--- config.mk ---
export PLATFORM = sky130hd
export DESIGN_NAME = xirq_ctrl
export DESIGN_NICKNAME = d
export VERILOG_FILES = /design/src/rtl/xirq_pkg.sv /design/src/rtl/xirq_sync.sv /design/src/rtl/xirq_channel.sv /design/src/rtl/xirq_regs.sv /design/src/rtl/xirq_ctrl.sv
export SDC_FILE = /design/constraint.sdc
export NUM_CORES = 2
export LEC_CHECK = 0
export BUFFER_PORTS_ARGS = -buffer_cell sky130_fd_sc_hd__buf_2
export CAP_MARGIN = 0
export CORE_UTILIZATION = 57
export CTS_CLUSTER_DIAMETER = 60
export DETAILED_ROUTE_END_ITERATION = 6
export PLACE_DENSITY_LB_ADDON = 0.15
export SLEW_MARGIN = 15
export SYNTH_ARGS = -nofsm -noshare
export SYNTH_HDL_FRONTEND = slang
export SYNTH_SLANG_ARGS = --single-unit
--- constraint.sdc ---
create_clock -name clk -period 5.1 [get_ports clk]
set_clock_uncertainty 0.1 [all_clocks]
set_input_delay 0.51 -clock clk [delete_from_list [all_inputs] [get_ports clk]]
set_output_delay 0.51 -clock clk [all_outputs]
set_load 0.05 [all_outputs]
--- src/rtl/xirq_pkg.sv ---
package xirq_pkg;

    localparam int SENSE_W = 6;
    localparam int DATA_W  = 32;

    // Register byte offsets
    localparam int OFS_RAW    = 'h000;
    localparam int OFS_EN_CLR = 'h004;
    localparam int OFS_EN_SET = 'h008;
    localparam int OFS_DET    = 'h100;
    localparam int OFS_CFG    = 'h180;

    typedef enum logic [2:0] {
        SENSE_NONE,
        SENSE_LVL_LO,
        SENSE_LVL_HI,
        SENSE_FALL,
        SENSE_RISE,
        SENSE_BOTH
    } sense_mode_e;

    typedef enum logic {
        CH_IDLE,
        CH_PENDING
    } det_state_e;

    function automatic sense_mode_e sense_decode(input logic [SENSE_W-1:0] code);
        sense_mode_e m;
        case (code)
            6'h01:   m = SENSE_LVL_LO;
            6'h02:   m = SENSE_LVL_HI;
            6'h04:   m = SENSE_FALL;
            6'h08:   m = SENSE_RISE;
            6'h0C:   m = SENSE_BOTH;
            default: m = SENSE_NONE;
        endcase
        return m;
    endfunction

endpackage

--- src/rtl/xirq_sync.sv ---
module xirq_sync #(
    parameter int W = 32
) (
    input  logic         clk,
    input  logic         rst_n,
    input  logic [W-1:0] async_in,
    output logic [W-1:0] lvl,
    output logic [W-1:0] lvl_prev
);

    logic [W-1:0] meta_q;
    logic [W-1:0] sync_q;
    logic [W-1:0] prev_q;

    always_ff @(posedge clk or negedge rst_n) begin
        if (!rst_n) begin
            meta_q <= '0;
            sync_q <= '0;
            prev_q <= '0;
        end else begin
            meta_q <= async_in;
            sync_q <= meta_q;
            prev_q <= sync_q;
        end
    end

    assign lvl      = sync_q;
    assign lvl_prev = prev_q;

endmodule

--- src/rtl/xirq_channel.sv ---
module xirq_channel
    import xirq_pkg::*;
(
    input  logic               clk,
    input  logic               rst_n,
    input  logic               lvl,
    input  logic               lvl_prev,
    input  logic [SENSE_W-1:0] sense,
    input  logic               clr,
    output logic               det
);

    sense_mode_e mode;
    det_state_e  state_q;
    det_state_e  state_d;
    logic        hit;

    assign mode = sense_decode(sense);

    // Sense condition for the selected mode
    always_comb begin
        unique case (mode)
            SENSE_LVL_LO: hit = ~lvl;
            SENSE_LVL_HI: hit = lvl;
            SENSE_FALL:   hit = lvl_prev & ~lvl;
            SENSE_RISE:   hit = ~lvl_prev & lvl;
            SENSE_BOTH:   hit = lvl_prev ^ lvl;
            default:      hit = 1'b0;
        endcase
    end

    // Next-state logic: T_HIT, T_ACK, T_HOLD
    always_comb begin
        state_d = state_q;
        unique case (state_q)
            CH_IDLE:    if (hit) state_d = CH_PENDING;
            CH_PENDING: if (clr && !hit) state_d = CH_IDLE;
            default:    state_d = CH_IDLE;
        endcase
    end

    always_ff @(posedge clk or negedge rst_n) begin
        if (!rst_n) state_q <= CH_IDLE;
        else        state_q <= state_d;
    end

    // Output process
    always_comb begin
        det = (state_q == CH_PENDING);
    end

endmodule

--- src/rtl/xirq_regs.sv ---
module xirq_regs
    import xirq_pkg::*;
#(
    parameter int NCH = 32,
    parameter int AW  = 12
) (
    input  logic                          clk,
    input  logic                          rst_n,
    input  logic [AW-1:0]                 addr,
    input  logic [DATA_W-1:0]             wdata,
    input  logic                          we,
    input  logic [NCH-1:0]                raw,
    input  logic [NCH-1:0]                det,
    output logic [NCH-1:0]                en_mask,
    output logic [NCH-1:0][SENSE_W-1:0]   sense,
    output logic [NCH-1:0]                det_clr,
    output logic [DATA_W-1:0]             rdata
);

    localparam int IDX_W = (NCH > 1) ? $clog2(NCH) : 1;
    localparam int SEL_W = AW - 2;

    logic [NCH-1:0]    en_q;
    logic [NCH-1:0]    en_set;
    logic [NCH-1:0]    en_clr;
    logic              wr_en_set;
    logic              wr_en_clr;
    logic              wr_det;
    logic [AW-1:0]     cfg_off;
    logic [SEL_W-1:0]  cfg_sel;
    logic              cfg_hit;
    logic [DATA_W-1:0] cfg_q [NCH];

    assign wr_en_set = we && (addr == AW'(OFS_EN_SET));
    assign wr_en_clr = we && (addr == AW'(OFS_EN_CLR));
    assign wr_det    = we && (addr == AW'(OFS_DET));

    assign cfg_off = addr - AW'(OFS_CFG);
    assign cfg_sel = cfg_off[AW-1:2];
    assign cfg_hit = (addr >= AW'(OFS_CFG)) && (cfg_sel < SEL_W'(NCH)) &&
                     (addr[1:0] == 2'b00);

    assign en_set  = wr_en_set ? wdata[NCH-1:0] : '0;
    assign en_clr  = wr_en_clr ? wdata[NCH-1:0] : '0;
    assign det_clr = wr_det    ? wdata[NCH-1:0] : '0;

    // Simultaneous set and clear of one bit resolves as disabled
    always_ff @(posedge clk or negedge rst_n) begin
        if (!rst_n) en_q <= '0;
        else        en_q <= (en_q | en_set) & ~en_clr;
    end

    assign en_mask = en_q;

    for (genvar i = 0; i < NCH; i++) begin : g_cfg
        always_ff @(posedge clk or negedge rst_n) begin
            if (!rst_n) begin
                cfg_q[i] <= '0;
            end else if (we && cfg_hit && (cfg_sel == SEL_W'(i))) begin
                cfg_q[i] <= wdata;
            end
        end
        assign sense[i] = cfg_q[i][SENSE_W-1:0];
    end

    always_comb begin
        rdata = '0;
        if (cfg_hit) begin
            rdata = cfg_q[cfg_sel[IDX_W-1:0]];
        end else begin
            unique case (addr)
                AW'(OFS_RAW):    rdata = DATA_W'(raw);
                AW'(OFS_EN_CLR): rdata = DATA_W'(en_q);
                AW'(OFS_EN_SET): rdata = DATA_W'(en_q);
                AW'(OFS_DET):    rdata = DATA_W'(det);
                default:         rdata = '0;
            endcase
        end
    end

endmodule

--- src/rtl/xirq_ctrl.sv ---
module xirq_ctrl
    import xirq_pkg::*;
#(
    parameter int NCH = 32,
    parameter int AW  = 12
) (
    input  logic              clk,
    input  logic              rst_n,
    input  logic [NCH-1:0]    req_in,
    input  logic [AW-1:0]     bus_addr,
    input  logic [DATA_W-1:0] bus_wdata,
    input  logic              bus_we,
    output logic [DATA_W-1:0] bus_rdata,
    output logic [NCH-1:0]    irq_out
);

    logic [NCH-1:0]              sync_lvl;
    logic [NCH-1:0]              sync_prev;
    logic [NCH-1:0]              en_mask;
    logic [NCH-1:0]              det_vec;
    logic [NCH-1:0]              det_clr;
    logic [NCH-1:0][SENSE_W-1:0] cfg_sense;

    xirq_sync #(.W(NCH)) sync_i (
        .clk      (clk),
        .rst_n    (rst_n),
        .async_in (req_in),
        .lvl      (sync_lvl),
        .lvl_prev (sync_prev)
    );

    xirq_regs #(.NCH(NCH), .AW(AW)) regs_i (
        .clk     (clk),
        .rst_n   (rst_n),
        .addr    (bus_addr),
        .wdata   (bus_wdata),
        .we      (bus_we),
        .raw     (sync_lvl),
        .det     (det_vec),
        .en_mask (en_mask),
        .sense   (cfg_sense),
        .det_clr (det_clr),
        .rdata   (bus_rdata)
    );

    for (genvar i = 0; i < NCH; i++) begin : g_ch
        xirq_channel ch_i (
            .clk      (clk),
            .rst_n    (rst_n),
            .lvl      (sync_lvl[i]),
            .lvl_prev (sync_prev[i]),
            .sense    (cfg_sense[i]),
            .clr      (det_clr[i]),
            .det      (det_vec[i])
        );
    end

    assign irq_out = det_vec & en_mask;

endmodule

==> impl_results.md <==
* Outcome: finished, violations left
* Failing checks: DRC
* Critical path type: primary input to output pin
* Tcrit/Tclk final at 87.6%
* Gpl congestion at 0.861
* WL per Instance at ~29 µm
* Detailed Route Iter0 Violations at about 3600
* Port buffer count at 142
* Critical path fanouts, max at 38
* Detailed-router iteration count before antenna repair at 7
* Core ar. at between 90000 and 100000 µm²
* Hold crit path type: primary input to flop
* WHS at 0.214 ns
* Fin Setup TNS at 0 ns
* Drt total wl at approximately 160000 µm
* DR vias/cell at 6.52
* Via count at approximately 35000
* Pre-CTS setup slack at 0.652 ns
* Total CTS buffers at 133
* Min-delay src: bus_wdata[9]
* Fin util at 65.4%
* Post-Synth Adder-Cell Area at under 10%
* Synth unique cells at between 50 and 60
* Final Max Slew Viols at 0
* Static leakage at 30.6 nW
* Die ar. at 98200 µm²
* Drc violations at 6
* Worst path slowest cell: o31ai_1
* Critical path cell sequence: clkbuf_8, or4_4, o311ai_2, o311a_2, o221ai_1, o31ai_1, buf_2
* FP Rows at 113
* Largest family of logic cells by synthesized area: multiplexers
* Initial Util at slightly below 60%
* Max Fclk at between 200 and 250 MHz
* DRT antenna net count at 0
* Multi-input logic area at ~24000 µm²
* Vias in the first global route at 35708
* DP Wirelength at 96400 µm
* Synth Area in XOR/XNOR at 0.0159%
* RSZ-0062 raised after global routing: false
* First-pass GRT wire length at 236000 µm
* Number of setup buffers added after CTS at 0
* Post-Syn Area at 55200 µm²
* Worst-Skew Late Latency at 0.74 ns
* Cell Area, Placed at around 58000 µm²
* Final Cell Area at 62400 µm²
* Layout Cells excl Fill at 5436
* Setup violators final at 0
* Total power draw at 20.3 mW
* Worst EP required at around 4.5 ns
* Hold Fails Final Rpt at 0
* Synth Area in Compound Gates at 5.54%
* Longest Clk Path Bufs at 3
* Gr ovfl total at 0
* Total track usage at about a third
* Min Tclk post-route at 4.47 ns
* RR Startpoint: sync_i.lvl[11]
* Worst setup path startpoint: bus_addr[2]
* Worst setup SP type: primary input
* Worst slew pin tran at 1.08 ns
* Synth warn at 0
* Setup ws final at 0.631 ns
* Fill count at ~7000
* #FFs+latches synth at 1184
* Post-Syn Instances at 3973
* Placed insts at about 5200
* Arrival @ worst endpoint at 3.86 ns
* CTS Hold Bufs at 33
* Seq. cell area at 29600 µm²
* Post-synthesis async set-or-reset flop share at 100%
* Layout cells sized above 1 at between 40% and 50%
* Root buffer cell: clkbuf_16
* Clock-pin slew on the worst setup and hold paths at about 0.060 ns
* CP peak stage delay at 0.73 ns
* Most frequent cells in the layout: dfrtp_1 (1184), mux2_2 (1002), mux4_2 (185)
* Worst vdd ir at 251 µV
* P&R area growth vs syn at 13.0%
* Mux cell area share after synthesis at between 30% and 40%
* H-tree levels at 4
* Post-synthesis sequential area ratio at a little over half
* Post-synth EDFFs at 0
* Ports at 143
* Die Ht at 313 µm
* Simple-gate share of the synthesized area at 3.84%
* CP Capture Type: output pin
* Largest net degree at the start of global routing at 126
* Commonest non-fill, non-tap cell in the layout: dfrtp_1
* Headroom to the max-slew limit at a little over a quarter
* Ys flop type: dfrtp_1
* Initial antenna violation count at 3
* CTS tree: yes
* CTS Sinks at 1184
* Synthesized area per cell at 13.9 µm²
* Pwr/cell area at around 320 nW/µm²
* Max Cap Viol at 0
* Post_cts resized at 0
* Die W at roughly 310 µm
* Post-Syn Nets at roughly 4100
* Nets at between 4000 and 5000
-- path summary, 6_finish.rpt --
kind,endpoint,slack (ns),cells after the start
min in group asynchronous,sync_i.lvl[2],0.24,2
min reg2reg,sync_i.lvl[12],0.25,0
max in group asynchronous,regs_i.en_mask[22],3.11,3
max reg2reg,g_ch[11].ch_i.det,3.13,7
max,bus_rdata[27],0.63,7
min,regs_i.en_mask[9],0.21,2
-- area by class of cell --
| cell class | instances | area share, % |
|---|---|---|
| Sequential cell | 1184 | 47.5 |
| Multi-Input combinational cell | 2355 | 38.4 |
| Clock buffer | 198 | 6.50 |
| Timing Repair Buffer | 289 | 3.86 |
| Tap cell | 1265 | 2.54 |
| Inverter | 106 | 0.637 |
| Clock inverter | 38 | 0.599 |
| Antenna cell | 1 | 0.00401 |
-- worst max-delay path, delay by kind of cell --
family / cells / cell delay [ns]
buffers and inverters: 2 / 0.66
AOI/OAI and AO/OA: 4 / 1.95
and+or+nand+nor: 1 / 0.67
-- registers in the layout, indices dropped and copies added (netlist names) --
name and flops:
regs_i.sense 192, sync_i.meta_q 32, sync_i.lvl_prev 32, sync_i.lvl 32, regs_i.en_mask 32, regs_i.cfg_q 832, g_ch.ch_i.det 32
-- logic make-up after synthesis --
kind of cell | Yosys count
and+or+nand+nor | 439
muxes | 1415
DFF | 1184
AOI/OAI and AO/OA | 435
xor gates and xnor gates | 1
adders and majority gates | 65
buffers and inverters | 434
-- power breakdown --
| part | total [mW] | internal [mW] | switching (mW) | leakage [nW] |
|---|---|---|---|---|
| Sequential | 9.62 | 9.51 | 0.104 | 16.3 |
| Clock | 9.63 | 5.72 | 3.92 | 2.19 |
| Combinational | 1.03 | 0.308 | 0.727 | 12.1 |
| Total | 20.3 | 15.5 | 4.75 | 30.6 |
-- synth_stat cells, types with 5 or more instances --
master / number / area share [%]
a211o_1: 11 / 0.17
a221o_1: 10 / 0.18
o21ai_0: 55 / 0.50
clkbuf_1: 177 / 1.2
o221ai_1: 29 / 0.46
buf_2: 99 / 0.90
ha_1: 65 / 1.5
a221oi_1: 33 / 0.52
o22ai_1: 41 / 0.46
mux2i_1: 184 / 3.3
nand2_1: 164 / 1.1
o31ai_1: 34 / 0.46
a21oi_1: 109 / 0.99
nand2b_1: 19 / 0.22
buf_4: 17 / 0.23
nor4_1: 9 / 0.10
nor3_2: 9 / 0.16
a2111oi_0: 7 / 0.11
mux2_2: 1002 / 20
o32ai_1: 5 / 0.079
and2_1: 35 / 0.40
a222oi_1: 31 / 0.56
dfrtp_1: 1184 / 54
mux2_1: 44 / 0.90
or3_1: 6 / 0.068
buf_1: 34 / 0.23
nor2_1: 122 / 0.83
inv_1: 104 / 0.71
a31oi_1: 11 / 0.12
a211oi_1: 14 / 0.19
nor3b_1: 19 / 0.26
mux4_2: 185 / 7.5
nand3_1: 16 / 0.14
nor3_4: 5 / 0.15
a22o_1: 32 / 0.51
nor3_1: 16 / 0.14
-- metal layers --
metal / track usage [%] / wire length [µm]
met5: 0 / 0
met4: 10.5 / 4640
met3: 6.62 / 12400
met2: 49.8 / 72500
met1: 47.3 / 67800
(Power assumes the default switching activity.)
